[config.mk]
export PLATFORM = sky130hd
export DESIGN_NAME = owm_master
export DESIGN_NICKNAME = d
export VERILOG_FILES = /design/src/rtl/owm_pkg.sv /design/src/rtl/owm_tick_gen.sv /design/src/rtl/owm_sync.sv /design/src/rtl/owm_seq.sv /design/src/rtl/owm_master.sv
export SDC_FILE = /design/constraint.sdc
export NUM_CORES = 1
export LEC_CHECK = 0
export BUFFER_PORTS_ARGS = -buffer_cell sky130_fd_sc_hd__buf_2
export CORE_MARGIN = 4
export CORE_UTILIZATION = 50
export CTS_CLUSTER_DIAMETER = 50
export DETAILED_ROUTE_END_ITERATION = 10
export GPL_TIMING_DRIVEN = 0
export PLACE_DENSITY_LB_ADDON = 0.08
export SLEW_MARGIN = 25
export SYNTH_ARGS = -nofsm -noshare
export SYNTH_HDL_FRONTEND = slang
export SYNTH_SLANG_ARGS = --single-unit
[constraint.sdc]
create_clock -name clk_i -period 2.5 [get_ports clk_i]
set_input_delay 0.375 -clock clk_i [delete_from_list [all_inputs] [get_ports clk_i]]
set_output_delay 0.375 -clock clk_i [all_outputs]
set_load 0.05 [all_outputs]
[src/rtl/owm_pkg.sv]
package owm_pkg;
  typedef enum logic [1:0] {
    OP_RESET = 2'd0,
    OP_WRITE = 2'd1,
    OP_READ  = 2'd2,
    OP_RSVD  = 2'd3
  } op_e;

  typedef enum logic [1:0] {
    ST_IDLE,
    ST_RESET,
    ST_WRITE,
    ST_READ
  } state_e;
endpackage

[src/rtl/owm_tick_gen.sv]
module owm_tick_gen #(
  parameter int DIV_W = 8
) (
  input  logic             clk_i,
  input  logic             rst_ni,
  input  logic             clr_i,
  input  logic [DIV_W-1:0] div_i,
  output logic             tick_o
);
  logic [DIV_W-1:0] cnt_q;
  logic [DIV_W-1:0] lim;

  // a divide of 0 behaves as 1
  assign lim    = (div_i == '0) ? '0 : div_i - 1'b1;
  assign tick_o = !clr_i && (cnt_q == lim);

  always_ff @(posedge clk_i or negedge rst_ni) begin
    if (!rst_ni)              cnt_q <= '0;
    else if (clr_i || tick_o) cnt_q <= '0;
    else                      cnt_q <= cnt_q + 1'b1;
  end
endmodule

[src/rtl/owm_sync.sv]
module owm_sync #(
  parameter int STAGES = 2
) (
  input  logic clk_i,
  input  logic rst_ni,
  input  logic d_i,
  output logic q_o
);
  logic [STAGES-1:0] ff_q;

  // reset to released (high) level
  always_ff @(posedge clk_i or negedge rst_ni) begin
    if (!rst_ni) ff_q <= '1;
    else         ff_q <= {ff_q[STAGES-2:0], d_i};
  end

  assign q_o = ff_q[STAGES-1];
endmodule

[src/rtl/owm_seq.sv]
module owm_seq
  import owm_pkg::*;
#(
  parameter int BYTE_W      = 8,
  parameter int T_RST_LOW   = 480,
  parameter int T_PRES_WAIT = 60,
  parameter int T_RST_REC   = 480,
  parameter int T_SLOT      = 62,
  parameter int T_W1_LOW    = 5,
  parameter int T_W0_LOW    = 60,
  parameter int T_RD_LOW    = 3,
  parameter int T_RD_SMP    = 6,
  localparam int CNT_W      = $clog2(BYTE_W + 1),
  localparam int IDX_W      = $clog2(BYTE_W)
) (
  input  logic              clk_i,
  input  logic              rst_ni,
  input  logic              tick_i,
  input  logic              line_s_i,
  input  logic              cmd_valid_i,
  input  logic [1:0]        cmd_op_i,
  input  logic [BYTE_W-1:0] wr_byte_i,
  input  logic [CNT_W-1:0]  rd_cnt_i,
  output logic              busy_o,
  output logic              done_o,
  output logic              drive_low_o,
  output logic [BYTE_W-1:0] rd_data_o,
  output logic              presence_o
);
  localparam int T_PRES_SMP = T_RST_LOW + T_PRES_WAIT;
  localparam int T_RST_END  = T_RST_LOW + T_RST_REC;
  localparam int US_W       = $clog2(T_RST_END + 1);

  state_e            st_q;
  logic [US_W-1:0]   us_q;
  logic [CNT_W-1:0]  left_q;
  logic [IDX_W-1:0]  idx_q;
  logic [BYTE_W-1:0] sh_q;
  logic [BYTE_W-1:0] rd_q;
  logic              pres_q;
  logic              done_q;

  op_e  op;
  logic legal;
  logic accept;
  logic last_us;

  assign op     = op_e'(cmd_op_i);
  assign legal  = (op == OP_RESET) || (op == OP_WRITE) ||
                  ((op == OP_READ) && (rd_cnt_i != '0) &&
                   (rd_cnt_i <= CNT_W'(BYTE_W)));
  assign accept = cmd_valid_i && (st_q == ST_IDLE) && legal;

  always_comb begin
    if (st_q == ST_RESET) last_us = (us_q == US_W'(T_RST_END - 1));
    else                  last_us = (us_q == US_W'(T_SLOT - 1));
  end

  always_comb begin
    unique case (st_q)
      ST_RESET: drive_low_o = (us_q < US_W'(T_RST_LOW));
      ST_WRITE: drive_low_o = sh_q[0] ? (us_q < US_W'(T_W1_LOW))
                                      : (us_q < US_W'(T_W0_LOW));
      ST_READ:  drive_low_o = (us_q < US_W'(T_RD_LOW));
      default:  drive_low_o = 1'b0;
    endcase
  end

  always_ff @(posedge clk_i or negedge rst_ni) begin
    if (!rst_ni) begin
      st_q   <= ST_IDLE;
      us_q   <= '0;
      left_q <= '0;
      idx_q  <= '0;
      sh_q   <= '0;
      rd_q   <= '0;
      pres_q <= 1'b0;
      done_q <= 1'b0;
    end else begin
      done_q <= 1'b0;
      if (st_q == ST_IDLE) begin
        if (accept) begin
          us_q  <= '0;
          idx_q <= '0;
          sh_q  <= wr_byte_i;
          unique case (op)
            OP_RESET: st_q <= ST_RESET;
            OP_WRITE: begin
              st_q   <= ST_WRITE;
              left_q <= CNT_W'(BYTE_W);
            end
            default: begin
              st_q   <= ST_READ;
              left_q <= rd_cnt_i;
              rd_q   <= '0;
            end
          endcase
        end
      end else if (tick_i) begin
        if (st_q == ST_RESET && us_q == US_W'(T_PRES_SMP - 1))
          pres_q <= !line_s_i;
        if (st_q == ST_READ && us_q == US_W'(T_RD_SMP - 1))
          rd_q[idx_q] <= line_s_i;
        if (last_us) begin
          us_q <= '0;
          if (st_q == ST_RESET || left_q == CNT_W'(1)) begin
            st_q   <= ST_IDLE;
            done_q <= 1'b1;
          end else begin
            left_q <= left_q - 1'b1;
            idx_q  <= idx_q + 1'b1;
            sh_q   <= sh_q >> 1;
          end
        end else begin
          us_q <= us_q + 1'b1;
        end
      end
    end
  end

  assign busy_o     = (st_q != ST_IDLE);
  assign done_o     = done_q;
  assign rd_data_o  = rd_q;
  assign presence_o = pres_q;
endmodule

[src/rtl/owm_master.sv]
module owm_master #(
  parameter int DIV_W       = 8,
  parameter int BYTE_W      = 8,
  parameter int SYNC_STAGES = 2,
  parameter int T_RST_LOW   = 480,
  parameter int T_PRES_WAIT = 60,
  parameter int T_RST_REC   = 480,
  parameter int T_SLOT      = 62,
  parameter int T_W1_LOW    = 5,
  parameter int T_W0_LOW    = 60,
  parameter int T_RD_LOW    = 3,
  parameter int T_RD_SMP    = 6,
  localparam int CNT_W      = $clog2(BYTE_W + 1)
) (
  input  logic              clk_i,
  input  logic              rst_ni,
  input  logic [DIV_W-1:0]  div_i,
  input  logic              cmd_valid_i,
  input  logic [1:0]        cmd_op_i,
  input  logic [BYTE_W-1:0] wr_byte_i,
  input  logic [CNT_W-1:0]  rd_cnt_i,
  input  logic              line_i,
  output logic              line_drive_low_o,
  output logic              busy_o,
  output logic              done_o,
  output logic [BYTE_W-1:0] rd_data_o,
  output logic              presence_o
);
  logic tick;
  logic line_s;

  owm_tick_gen #(.DIV_W(DIV_W)) u_tick (
    .clk_i  (clk_i),
    .rst_ni (rst_ni),
    .clr_i  (!busy_o),
    .div_i  (div_i),
    .tick_o (tick)
  );

  owm_sync #(.STAGES(SYNC_STAGES)) u_sync (
    .clk_i  (clk_i),
    .rst_ni (rst_ni),
    .d_i    (line_i),
    .q_o    (line_s)
  );

  owm_seq #(
    .BYTE_W      (BYTE_W),
    .T_RST_LOW   (T_RST_LOW),
    .T_PRES_WAIT (T_PRES_WAIT),
    .T_RST_REC   (T_RST_REC),
    .T_SLOT      (T_SLOT),
    .T_W1_LOW    (T_W1_LOW),
    .T_W0_LOW    (T_W0_LOW),
    .T_RD_LOW    (T_RD_LOW),
    .T_RD_SMP    (T_RD_SMP)
  ) u_seq (
    .clk_i       (clk_i),
    .rst_ni      (rst_ni),
    .tick_i      (tick),
    .line_s_i    (line_s),
    .cmd_valid_i (cmd_valid_i),
    .cmd_op_i    (cmd_op_i),
    .wr_byte_i   (wr_byte_i),
    .rd_cnt_i    (rd_cnt_i),
    .busy_o      (busy_o),
    .done_o      (done_o),
    .drive_low_o (line_drive_low_o),
    .rd_data_o   (rd_data_o),
    .presence_o  (presence_o)
  );
endmodule

# Word-level counts from Yosys, hierarchy flattened
# Cells that the tools add are included.
word_totals:
  regBits: 47
  elab_cells: 111
op_classes:
  reduce_logical: 30
  n_lt_le_gt_ge: 7
  addsub: 5
  bitwise_logic: 1
  muxes: 43
  n_eq_ne: 15
op_table:
  columns: ["op", "count"]
  rows:
  - ["2-to-1 mux 8 bit", 12]
  - ["2-to-1 mux 10 bit", 4]
  - ["equality test 10 bit (second input constant)", 2]
  - ["2-to-1 mux 4 bit", 5]
  - ["2-to-1 mux 3 bit", 5]
  - ["AND reduction 4 bit", 3]
  - ["adder 10 x 1 -> 10 bit (second input constant)", 1]
  - ["equality test 10 x 3 -> 1 bit (second input constant)", 1]
  - ["equality test 10 x 6 -> 1 bit (second input constant)", 1]
  - ["< comparator 10 x 2 -> 1 bit (second input constant)", 1]
  - ["< comparator 10 x 3 -> 1 bit (second input constant)", 1]
  - ["< comparator 10 x 6 -> 1 bit (second input constant)", 1]
  - ["< comparator 10 x 9 -> 1 bit (second input constant)", 1]
  - ["2-to-1 mux 2 bit", 5]
  - ["nonzero test 2 bit", 5]
  - ["adder 8 x 1 -> 8 bit (second input constant)", 1]
  - ["bitwise mux 8 bit", 1]
  - ["equality test 8 bit", 1]
  - ["logical AND 1 bit", 8]
  - ["zero test 8 bit", 1]
  - ["one-hot mux 4 bit (2 select lines)", 1]
  - ["subtractor 8 x 1 -> 8 bit (second input constant)", 1]
  - ["2-to-1 mux 1 bit", 7]
  - ["equality test 2 bit (second input constant)", 3]
  - ["other kinds (21)", 29]

# Longest topological paths before layout
depth:
  ltp_word: 8
  ltp_mapped: 11
  ltp_nobuf: 9

# Hierarchy
# A second synthesis with hierarchy kept.
hier_totals:
  hier_cells: 344
  area_unflattened_um2: 3179.3
modules_own_cells:
  columns: ["mod", "cells_each", "seq_area_each_um2", "instances", "area_each_um2"]
  rows:
  - ["owm_seq", 247, 925.9, 1, 2303.5]
  - ["owm_tick_gen", 94, 200.2, 1, 819.5]
  - ["owm_sync", 2, 52.6, 1, 52.6]
  - ["owm_master", 1, 0.0, 1, 3.8]

# Least setup slack after synthesis
# No wires, ideal clock.
synth_timing:
  path_type: "input-to-reg"
  startpoint: "in div_i[0]"
  endpoint: "reg u_seq.us_q[9]"
  path_buffers: 1
  arrival_ns: 2.845
  path_slack_ns: -0.424
  cell_stages: 10
  setup_time_ns: 0.079
  cell_sequence: "inv_1 ha_1 buf_2 or4b_4 or2_1 o32a_1 a22oi_4 nand4_4 a2111oi_2 mux2i_1"
synth_via:
  elab_chain_len: 6
  word_cells_on_any_way: 7
  classes_between: "add/sub (1); eq/ne (1); mux (1); reduce/logical (4)"
synth_lines:
  columns: ["item", "line", "rtl"]
  rows:
  - ["from (decl)", "owm_master.sv:17", "input logic [DIV_W-1:0] div_i,"]
  - ["subtractor 8 x 1 -> 8 bit or zero test 8 bit (tied branches)", "owm_tick_gen.sv:14", "assign lim = (div_i == '0) ? '0 : div_i - 1'b1;"]
  - ["2-to-1 mux 8 bit (*)", "owm_tick_gen.sv:14", null]
  - ["equality test 8 bit (*)", "owm_tick_gen.sv:15", "assign tick_o = !clr_i && (cnt_q == lim);"]
  - ["logical AND 1 bit (*)", "owm_tick_gen.sv:15", null]
  - ["nonzero test 2 bit (no source line) (*)", null, null]
  - ["AND reduction 2 bit (no source line) (*)", null, null]
  - ["to (signal assigned)", "owm_seq.sv:115", "us_q <= us_q + 1'b1;"]
  - ["to (decl)", "owm_seq.sv:35", "logic [US_W-1:0] us_q;"]
# Every way passes the cells marked *; elsewhere a longest branch is shown, timed or not.
# A chain may end at the register's enable or synchronous reset.

# Final worst setup path
layout_timing:
  startpoint: "in div_i[1]"
  endpoint: "reg u_seq.us_q[6]"
# Same word-level chain as after synthesis.

==> results.md <==
- Post-synth EDFFs: 0
- Worst-Margin Slew: 0.6752 ns
- Clock Latency Late Sink: 0.31 ns
- Pin count of the biggest net entering global routing: 48
- Via-to-Cell Ratio: 6.124
- Worst path required time: 2.71 ns
- Violated checks: setup timing
- Global Route Usage Sum: 22.85%
- Power Internal: 1831 uW
- Max_slew headroom: 54.35%
- # rows: 28
- Global-route wire length before repair: 13770 um
- Worst setup margin: -0.2135 ns
- Setup violations, final: 35
- Core area: 0.006026 mm^2
- Critical Path Sink Type: flip-flop
- Crit path DAT: 2.93 ns
- Fin crit period: 2.713 ns
- Number of global-route vias before repair: 2815
- Filler Cell Count: 462
- Clock power frac: 22.2%
- Fin crit share: 108.5%
- DRT Pass-1 Iters: 4
- TNS Setup: -3.645 ns
- Final hold vios: 0
- Syn Nets: 376
- Startpoint Class: primary input
- CTS tree: built
- DR DRC count: 0
- Max Root-Sink Buffers: 2
- Total CTS buffers: 5
- Worst clock skew: 0.01061 ns
- Num ports: 38
- Fmax: 0.3685 GHz
- Worst hold path type: in2async
- Gate count after technology mapping: 342
- Pins Over Slew Limit: 0
- Syn_area_per_cell: 9.219 um^2
- Drt total wl: 8322 um
- Grt ovf: 0
- RSZ-0062 raised after global routing: yes
- Top FF cell, synth: dfrtp_1
- Layout cells sized above 1: 28.26%
- Cell area after synthesis: 0.003153 mm^2
- Sequential fraction of the synthesis area: 37.38%
- Initial Util: 52.33%
- Avg WL per Cell: 17.27 um
- NetSw: 1234 uW
- ANT nets after route: 0
- Post-synth ARST share: 100.0%
- Seq cells post-synth: 47
- CTS sink count: 47
- Clock Pin Slew Worst Setup and Hold Paths: 0.10 ns
- Post-DP HPWL: 5463 um
- DR vias: 2952
- Pwr/cell area: 752.3 mW/mm^2
- Worst setup path category: in2reg
- Die H: 87.41 um
- Ant. Diodes: 0
- Die extent in x: 87.41 um
- Non-Filler Instances: 482
- Overall Power: 3065 uW
- Iteration-0 DRC count of the detailed router: 211
- Crit Path Max Fanout: 6
- Maxcap violations: 0
- Post-layout nets: 440
- CTS root buf: clkbuf_8
- Ys Warns: 0
- Area Growth Syn to Fin: 29.21%
- Sequential power share: 36.7%
- Post-synth cell types: 65
- Antenna violations before repair: 0
- Routability cong.: 0.9451
- H-tree levels: 2
- Peak VDD IR: 0.4985 mV
- Die ar.: 0.007641 mm^2
- Port bufs: 32
- Combinational share of power: 41.0%
- Outcome: complete, but fails checks
- Placed Cells incl. Taps: 449
- Switching share of power: 40.27%
- Leak Pwr: 0.001815 uW
==> area by class of cell <==
type                    count  area [um^2]  area share, %
clock inverters             3        67.56          1.658
multi-input cells         265         2068          50.77
well taps                  75        93.84          2.303
clock buffers               5        68.82          1.689
plain buffers              17        103.9          2.549
flip-flops and latches     47         1179          28.93
inverters                  13        68.82          1.689
repair buffers             57        424.2          10.41
==> worst max-delay path, stage by stage <==
cell,delay [ns]
buf_12,0.11
inv_12,0.04
ha_4,0.15
or4b_4,0.47
or2_4,0.26
o32a_1,0.33
a22oi_4,0.24
buf_4,0.18
buf_4,0.12
nand4_2,0.17
a22o_1,0.28
a32o_1,0.20
==> sequential cells by signal, summed over array words and instances (netlist names) <==
signal / count
u_seq.us_q: 10
u_seq.done_o: 1
u_seq.rd_data_o: 8
u_tick.cnt_q: 8
u_sync.ff_q: 2
u_seq.sh_q: 8
u_seq.left_q: 4
u_seq.st_q: 2
u_seq.idx_q: 3
u_seq.presence_o: 1
==> routing by layer <==
metal	global-route usage (%)	wire length, um	vias to the layer above
met2	37.88	4181	80
met1	30.36	3635	1446
met3	3.595	337	17
li1	-	-	1409
met5	0	0	-
met4	7.531	166	0
==> stage by stage <==
step / area (um^2) / worst slack [ns] / utilization, % / hold WS [ns]
final: 4074 / -0.2135 / 67.61 / 0.07349
after global placement: 3483 / -0.6819 / 57.81 / 0.3454
after CTS: 3899 / -0.1894 / 64.70 / 0.09396
after detailed placement: 3486 / -0.7018 / 57.85 / 0.3527
after floorplan: 3229 / -0.2909 / - / 0.07941
after global routing: 4074 / -0.2984 / 67.61 / 0.1129
==> repair_timing <==
action                                  4_1_cts  5_1_grt
buffers inserted                             17        7
endpoints found under the setup margin       45       45
pin swaps                                    22       18
gates cloned                                  3        0
hold buffers                                  0        0
gates resized for setup                      25       36
==> synth_stat cells, types with 2 or more instances <==
cell type,number,area [um^2]
a22o_1,3,26.28
nand2_1,17,63.81
dfrtp_1,45,1126
nor4_1,2,12.51
nand4b_1,2,17.52
or4b_1,2,20.02
o21ai_1,13,65.06
a21o_1,11,82.58
a2111oi_2,2,30.03
buf_2,3,15.01
clkbuf_1,13,48.80
inv_1,13,48.80
and2_1,5,31.28
or4_1,2,15.01
o31a_1,2,17.52
o21ai_0,12,60.06
nor2_1,29,108.9
xor2_1,12,105.1
and3_1,6,37.54
nor4b_1,5,43.79
a32o_1,11,110.1
ha_1,8,100.1
dfstp_2,2,52.55
a211oi_1,3,22.52
nand3b_1,7,52.55
nand4_1,8,50.05
nor3_1,6,30.03
or3_1,5,31.28
nand3_1,28,140.1
xnor2_1,3,26.28
nor2b_1,7,43.79
a21oi_1,9,45.04
mux2i_1,14,140.1
==> power groups by stage <==
stage / registers [uW] / logic, uW / clock network [uW]
finish: 1130 / 1260 / 681
global placement: 1120 / 1060 / 0
detailed placement: 1120 / 1080 / 0
CTS: 1110 / 1170 / 687
global route: 1150 / 1380 / 726
floorplan: 1060 / 855 / 0
==> layout by cell type (no fill, tap or decap), types with 3 or more instances in the layout <==
master / n
buf_2: 30
xnor2_1: 3
nor2b_1: 7
o21ai_2: 4
dfrtp_1: 45
clkbuf_1: 10
nand3_2: 3
nor2_1: 28
buf_4: 16
clkbuf_8: 6
mux2i_1: 14
buf_6: 11
a32o_1: 11
and3_1: 5
ha_1: 7
a21oi_2: 4
nand4_1: 8
a21o_1: 11
nor3_1: 6
nor4b_1: 5
a22o_1: 3
a2111oi_4: 3
nand3b_1: 7
and2_1: 5
nand3_1: 24
o21ai_1: 10
or3_1: 4
inv_1: 10
o21ai_0: 10
a211oi_2: 3
nand2_1: 17
xor2_1: 11
a21oi_1: 4
==> kinds of logic after synthesis <==
family          Yosys count  synth area share [%]
simple gates            144                 26.15
flops                    47                 37.38
xor+xnor                 15                 4.167
fa+ha+maj                 8                 3.175
mux                      15                 4.801
compound gates           82                 20.16
buf+inv                  31                 4.167
==> final timing paths <==
| kind | from | endpoint | slack (ns) | cells after the start |
|---|---|---|---|---|
| worst max-delay path | div_i[1] | u_seq.us_q[6] | -0.21 | 12 |
| worst min-delay path | rst_ni | u_tick.cnt_q[3] | 0.07 | 1 |
| worst max register to register | u_seq.st_q[0] | u_seq.idx_q[2] | -0.15 | 7 |
| worst min register to register | u_sync.ff_q[0] | u_sync.ff_q[1] | 0.36 | 0 |
| max in group asynchronous | rst_ni | u_seq.left_q[3] | 2.00 | 1 |
| min in group clk_i | line_i | u_sync.ff_q[0] | 0.16 | 1 |
No activity file was read; power rests on OpenSTA's default activity.
